`config.mk`:
```
export PLATFORM = sky130hd
export DESIGN_NAME = slot_tracker
export DESIGN_NICKNAME = d
export VERILOG_FILES = /design/src/rtl/slot_tracker.sv
export SDC_FILE = /design/constraint.sdc
export NUM_CORES = 1
export LEC_CHECK = 0
export BUFFER_PORTS_ARGS = -buffer_cell sky130_fd_sc_hd__clkbuf_2
export CORE_MARGIN = 4
export CORE_UTILIZATION = 33
export CTS_CLUSTER_DIAMETER = 120
export DETAILED_ROUTE_END_ITERATION = 10
export HOLD_SLACK_MARGIN = 0.02
export SETUP_SLACK_MARGIN = 0.5
export SLEW_MARGIN = 20
export SYNTH_ARGS = -nofsm -noshare
export SYNTH_HDL_FRONTEND = slang
export SYNTH_SLANG_ARGS = --single-unit
```
`constraint.sdc`:
```
create_clock -name clk -period 6.43 [get_ports clk]
set_input_delay 0.643 -clock clk [delete_from_list [all_inputs] [get_ports clk]]
set_output_delay 0.643 -clock clk [all_outputs]
set_load 0.02 [all_outputs]
```
`src/rtl/slot_tracker.sv`:
```
module slot_tracker #(
  parameter int NUM_SLOTS = 8,
  parameter int CNT_W     = 2,
  localparam int IDX_W    = (NUM_SLOTS > 1) ? $clog2(NUM_SLOTS) : 1,
  localparam int NW       = $clog2(NUM_SLOTS + 1)
) (
  input  logic             clk,
  input  logic             rst_n,
  input  logic             op_valid,
  input  logic [2:0]       op_code,
  input  logic [IDX_W-1:0] op_slot,
  input  logic [NW-1:0]    query_n,
  output logic             rsp_valid,
  output logic             rsp_err,
  output logic [IDX_W-1:0] rsp_slot,
  output logic [NW-1:0]    size_o,
  output logic [NW-1:0]    capacity_o,
  output logic [NW-1:0]    reserved_o,
  output logic [NW-1:0]    avail_o,
  output logic             query_ok
);
  localparam logic [2:0] OP_ALLOC  = 3'd0;
  localparam logic [2:0] OP_ATTACH = 3'd1;
  localparam logic [2:0] OP_DETACH = 3'd2;
  localparam logic [2:0] OP_RESV   = 3'd3;
  localparam logic [2:0] OP_UNRESV = 3'd4;
  localparam logic [CNT_W-1:0] CNT_MAX = '1;

  logic [CNT_W-1:0] cnt_q [NUM_SLOTS];
  logic [NUM_SLOTS-1:0] busy;
  logic [NW-1:0] resv_q, size_c;
  logic [IDX_W-1:0] free_idx;
  logic [CNT_W-1:0] sel_cnt;
  logic slot_ok, err_c;

  for (genvar i = 0; i < NUM_SLOTS; i++) begin : g_busy
    assign busy[i] = |cnt_q[i];
  end

  always_comb begin
    size_c   = '0;
    free_idx = '0;
    for (int i = NUM_SLOTS - 1; i >= 0; i--) begin
      size_c = size_c + NW'(busy[i]);
      if (!busy[i]) free_idx = IDX_W'(i);
    end
  end

  assign slot_ok    = {1'b0, op_slot} < (IDX_W+1)'(NUM_SLOTS);
  assign sel_cnt    = slot_ok ? cnt_q[op_slot] : '0;
  assign size_o     = size_c;
  assign capacity_o = NW'(NUM_SLOTS);
  assign reserved_o = resv_q;
  assign avail_o    = capacity_o - size_c - resv_q;
  assign query_ok   = avail_o >= query_n;

  always_comb begin
    unique case (op_code)
      OP_ALLOC:  err_c = (avail_o == '0);
      OP_ATTACH: err_c = (sel_cnt == '0) || (sel_cnt == CNT_MAX);
      OP_DETACH: err_c = (sel_cnt == '0);
      OP_RESV:   err_c = (avail_o == '0);
      OP_UNRESV: err_c = (resv_q == '0);
      default:   err_c = 1'b1;
    endcase
  end

  wire do_op = op_valid && !err_c;

  for (genvar i = 0; i < NUM_SLOTS; i++) begin : g_cnt
    always_ff @(posedge clk or negedge rst_n) begin
      if (!rst_n) cnt_q[i] <= '0;
      else if (do_op) begin
        if (op_code == OP_ALLOC && free_idx == IDX_W'(i))
          cnt_q[i] <= CNT_W'(1);
        else if (op_code == OP_ATTACH && op_slot == IDX_W'(i))
          cnt_q[i] <= cnt_q[i] + CNT_W'(1);
        else if (op_code == OP_DETACH && op_slot == IDX_W'(i))
          cnt_q[i] <= cnt_q[i] - CNT_W'(1);
      end
    end
  end

  always_ff @(posedge clk or negedge rst_n) begin
    if (!rst_n) begin
      resv_q    <= '0;
      rsp_valid <= 1'b0;
      rsp_err   <= 1'b0;
      rsp_slot  <= '0;
    end else begin
      rsp_valid <= op_valid;
      rsp_err   <= op_valid && err_c;
      rsp_slot  <= (op_code == OP_ALLOC) ? free_idx : op_slot;
      if (do_op && op_code == OP_RESV)   resv_q <= resv_q + NW'(1);
      if (do_op && op_code == OP_UNRESV) resv_q <= resv_q - NW'(1);
    end
  end
endmodule


```
Yosys cells after proc, flatten, opt, wreduce, memory -nomap -nowiden
Index checks and enable logic that the tools add are counted.
Operators by class
  bitwise gates (word level): 1
  $add $sub $neg: 27
  eq/ne operators: 19
  reduce and logical (&&, ||, !) cells: 62
  $lt $le $gt $ge: 2
  mux-type cells: 39
Operators by type and width (number)
  $mux W2: 26
  $logic_and A1 B1 Y1: 28
  $eq A3 B3 Y1 const B: 9
  $mux W3: 9
  $reduce_bool A3 Y1: 8
  $eq A3 B2 Y1 const B: 6
  $reduce_or A2 Y1: 9
  $add A2 B1 Y2 const B: 8
  $add A4 B1 Y4: 4
  $reduce_and A2 Y1: 8
  $sub A2 B1 Y2 const B: 8
  $eq A3 B1 Y1 const B: 3
  $logic_not A3 Y1: 3
  $logic_not A4 Y1: 2
  $mux W4: 2
  $bmux W2 S3: 1
  $add A3 B1 Y4: 1
  $add A4 B1 Y4 const B: 1
  $ge A4 B4 Y1: 1
  $ge A4 B4 Y1 const B: 1
  $not A3 Y4: 1
  $pmux W1 S4: 1
  $sub A4 B1 Y4 const B: 1
  $sub A4 B4 Y4: 1
  8 further kinds: 8
Storage, ports and cells
  flip-flop bits (word level): 25
  input port bits: 13
  output and inout bits: 22
  logic and storage cells: 162

Depth between registers and ports, before layout
  depth in word-level cells: 17
  mapped depth: 25
  gate-level depth less buffers: 24

Worst setup path after synthesis
Ideal clock, no wire load.
  path type: reg2reg
  start point: register cnt_q[15] in the netlist's numbering
  end point: register resv_q[2] (netlist: reserved_o[2])
  cell stages (with the launch flop): 25
  clock period less this slack: 6216 ps
  arrival time: 6136 ps
  setup time: 80 ps
  buffers on the path: 1
  path slack: 214 ps
  cells stage by stage: dfrtp_1 -> or2_2 -> fa_1 -> inv_1 -> fa_1 -> fa_1 -> inv_1 -> ha_1 -> fa_1 -> xor2_1 -> inv_1 -> ha_1 -> inv_1 -> fa_1 -> inv_1 -> nor4_1 -> nand4b_2 -> nand4_2 -> buf_6 -> nor2_1 -> xor2_1 -> ha_1 -> or3_1 -> a21oi_1 -> xnor2_1
On the way
  word-level cells in the longest chain between the ends: 10
RTL lines
  from (decl): line 29  | logic [CNT_W-1:0] cnt_q [NUM_SLOTS];
  from (signal, indexed assignment): line 77  | cnt_q[i] <= cnt_q[i] + CNT_W'(1);
  from (signal, indexed assignment): line 79  | cnt_q[i] <= cnt_q[i] - CNT_W'(1);
  $reduce_or A2 Y1 *: line 37  | assign busy[i] = |cnt_q[i];
  $add A4 B1 Y4 *: line 44  | size_c = size_c + NW'(busy[i]);
  net size_o[2]: line 16  | output logic [NW-1:0] size_o,
  $sub A4 B4 Y4 * (2 in a row): line 54  | assign avail_o = capacity_o - size_c - resv_q;
  net avail_o[2]: line 19  | output logic [NW-1:0] avail_o,
  $logic_not A4 Y1 *: line 59, 62
  $pmux W1 S4 *: line 58  | unique case (op_code)
  $logic_not A1 Y1 *: line 68  | wire do_op = op_valid && !err_c;
  $logic_and A1 B1 Y1 *: line 68
  $logic_and A1 B1 Y1, on equally long branches: line 95, 94
  $mux W4 or $reduce_bool A2 Y1 (tied branches)
  to (signal assigned): line 94  | if (do_op && op_code == OP_RESV) resv_q <= resv_q + NW'(1);
  to (signal assigned): line 95  | if (do_op && op_code == OP_UNRESV) resv_q <= resv_q - NW'(1);
  to (decl): line 31  | logic [NW-1:0] resv_q, size_c;
The timed path passes the listed nets; every way through them passes the cells marked *. The select of a mux whose other input is x is not followed.
A chain may end at the register's enable or synchronous reset.

Worst setup path in the final report
  start point: register cnt_q[8] in the netlist's numbering
  end point: output query_ok
On the way
  word-level cells in the longest chain between the ends: 8
RTL lines
  $reduce_or A2 Y1: line 37
  $add A4 B1 Y4 (4 in a row): line 44
  $sub A4 B4 Y4 (2 in a row): line 54
  $ge A4 B4 Y1: line 55  | assign query_ok = avail_o >= query_n;
  to (decl): line 20  | output logic query_ok
Every way passes these cells.

==> results.sh <==
export IMPL_rows=29
export IMPL_critPathCaptureType="output port"
export IMPL_syn_inst=236
export IMPL_mostFrequentLayoutCell="clkbuf_2"
export IMPL_worstSkewPairLatency_ps=270
export IMPL_cts_htree_levels=1
export IMPL_path_max_fanout=6
export IMPL_grt_max_degree=26
export IMPL_synth_distinct_cells=53
export IMPL_initial_core_util_pct=33.8
export IMPL_post_route_period_util_pct=89.8
export IMPL_clk_path_buf_depth=2
export IMPL_clock_sinks=25
export IMPL_cts_made_buffers=3
export IMPL_path_clk_slew_ps=100
export IMPL_drv_slew=0
export IMPL_startpoint_type="flop"
export IMPL_r2r_cells=24
export IMPL_rsz0062_at_grt="no"
export IMPL_vias=1793
export IMPL_antenna_found_initial=0
export IMPL_multi_input_area_mm2=0.00146
export IMPL_grt_first_pass_wirelength_mm=8.62
export IMPL_routed_wl_mm=5.33
export IMPL_die_x_um=88.7
export IMPL_worst_pin_slew_ps=763
export IMPL_cts_tree="done"
export IMPL_cpPeakStageDelay_ps=600
export IMPL_synth_seq_area_share_pct=29.1
export IMPL_cp_arrival_ps=5130
export IMPL_min_path_type="input pin to asynchronous set/reset pin"
export IMPL_yosys_most_used_dff="dfrtp_1"
export IMPL_fp_dieH_um=88.7
export IMPL_cap_violations=0
export IMPL_synthesis_area_mm2=0.00215
export IMPL_ys_ff_latch=25
export IMPL_regArea_um2=631
export IMPL_maxSlewHeadroom_pct=48.4
export IMPL_r2r_slack_ps=780
export IMPL_finalHoldViolations=0
export IMPL_status="finished clean"
export IMPL_slowest_stage="fa_2"
export IMPL_yosysWarningCount=0
export IMPL_crit_path_frequent_cell="inv_1"
export IMPL_max_freq_ghz=0.173
export IMPL_n_antenna_cell=0
export IMPL_vias_per_cell=5.17
export IMPL_areaGrowthSynthToFinish_pct=19.4
export IMPL_post_dp_hpwl_mm=4.02
export IMPL_gp_congestion=0.846
export IMPL_track_usage_pct=14.1
export IMPL_setup_tns_final_ps=0
export IMPL_avgSynthCellArea_um2=9.10
export IMPL_crit_type="flop to output port"
export IMPL_cts_root_buffer="clkbuf_8"
export IMPL_io_pins=35
export IMPL_io_buffers=30
export IMPL_fin_skew_ps=7.19
export IMPL_synthArstFlopShare_pct=100
export IMPL_drtIter0Drc=68
export IMPL_filler_cell_count=636
export IMPL_final_cell_mix="clkbuf_2 (29), dfrtp_1 (21), inv_1 (20)"
export IMPL_drc=0
export IMPL_first_pass_iters=4
export IMPL_wire_per_inst_um=15.4
export IMPL_core_area_mm2=0.00635
export IMPL_finalSetupViolCount=0
export IMPL_overflow=0
export IMPL_crit_chain="nor2_4, inv_2, fa_1, inv_1, fa_1, fa_1, inv_1, ha_4, fa_2, ha_4, inv_1, ha_2, inv_1, fa_2, xnor3_1, a21oi_2, nand2b_4, ha_1, o21ai_1, nand2b_1, buf_6"
export IMPL_nNetsFinal=302
export IMPL_die_area_mm2=0.00787
export IMPL_drive_above_1_share_pct=29.6
export IMPL_grt_pass1_vias=1739
export IMPL_drt_antenna_violating_nets=0
export IMPL_synth_edf_count=0
export IMPL_period_needed_ps=5770
export IMPL_worst_ep_required_time_ps=5790
metal layers:
layer	track usage [%]	vias to the layer above	share of wire, %
met5	0	-	0
met4	2.34	0	0.43
met3	2.79	2	3.6
met2	23.3	31	50
met1	19.5	875	46
li1	-	885	-
through the flow:
stage          setup WS [ps]  hold WS [ps]  cells  area (µm²)  utilization, %
3_3_place_gp             680           515    331        2350            37.0
3_5_place_dp             578           518    331        2360            37.1
4_1_cts                  502           408    337        2440            38.4
2_1_floorplan            550           347    238        2180               -
6_report                 659           395    347        2560            40.4
5_1_grt                  437           430    347        2560            40.4
area by class of cell:
class,instances,share of cell area (%)
Inverter,22,3.22
Multi-Input combinational cell,176,56.8
Sequential cell,25,24.6
Clock buffer,4,1.76
Timing Repair Buffer,43,9.90
Tap cell,77,3.76
timing repair:
action,4_1_cts,5_1_grt
pin swaps,1,7
hold buffers,0,0
cloned,0,0
buffers inserted,2,10
endpoints found under the setup margin,1,2
resized for setup,6,14
synthesized netlist by cell type, types with 5 or more instances:
master    count  area (µm²)
xnor2_1      11        96.3
nand3_1       6        30.0
nand2b_1      5        31.3
o21ai_1       5        25.0
nor2_1       20        75.1
ha_1         13         163
nor3_1        5        25.0
a21oi_1      12        60.1
xor2_1        9        78.8
inv_1        21        78.8
nand2_1      14        52.6
o21ai_0       8        40.0
dfrtp_1      25         626
buf_2         5        25.0
fa_1          5         100
flip-flops by register name, indices dropped and copies added, names as in the netlist:
| name | flops |
|---|---|
| cnt_q | 16 |
| reserved_o | 4 |
| rsp_err | 1 |
| rsp_slot | 3 |
| rsp_valid | 1 |
worst max-delay path, delay by kind of cell (launching register included):
kind	cells	cell delay, ps
AO/OA/AOI/OAI	2	120
XOR/XNOR	1	260
adder cells (fa/ha/maj)	9	3190
buffers and inverters	6	390
flip-flops	1	460
AND/OR/NAND/NOR	3	410
kinds of logic after synthesis:
kind of cell | Yosys count | share of synthesized area, %
AO/OA/AOI/OAI | 50 | 15.0
XOR/XNOR | 21 | 9.20
flip-flops | 25 | 29.1
AND/OR/NAND/NOR | 77 | 21.1
other | 2 | 0.350
buffers and inverters | 37 | 7.80
adder cells (fa/ha/maj) | 18 | 12.2
multiplexers | 6 | 5.13
final timing paths:
path                                from       endpoint
max in group asynchronous          rst_n      cnt_q[12]
worst max-delay path            cnt_q[8]       query_ok
worst min register to register  cnt_q[7]       cnt_q[7]
worst max register to register  cnt_q[8]  reserved_o[2]
worst min-delay path               rst_n  reserved_o[3]
min in group clk                cnt_q[7]       cnt_q[7]
Power is left out: the tool's default activity adds up to more than one toggle a clock period on the data nets, which glitch-free logic cannot reach.
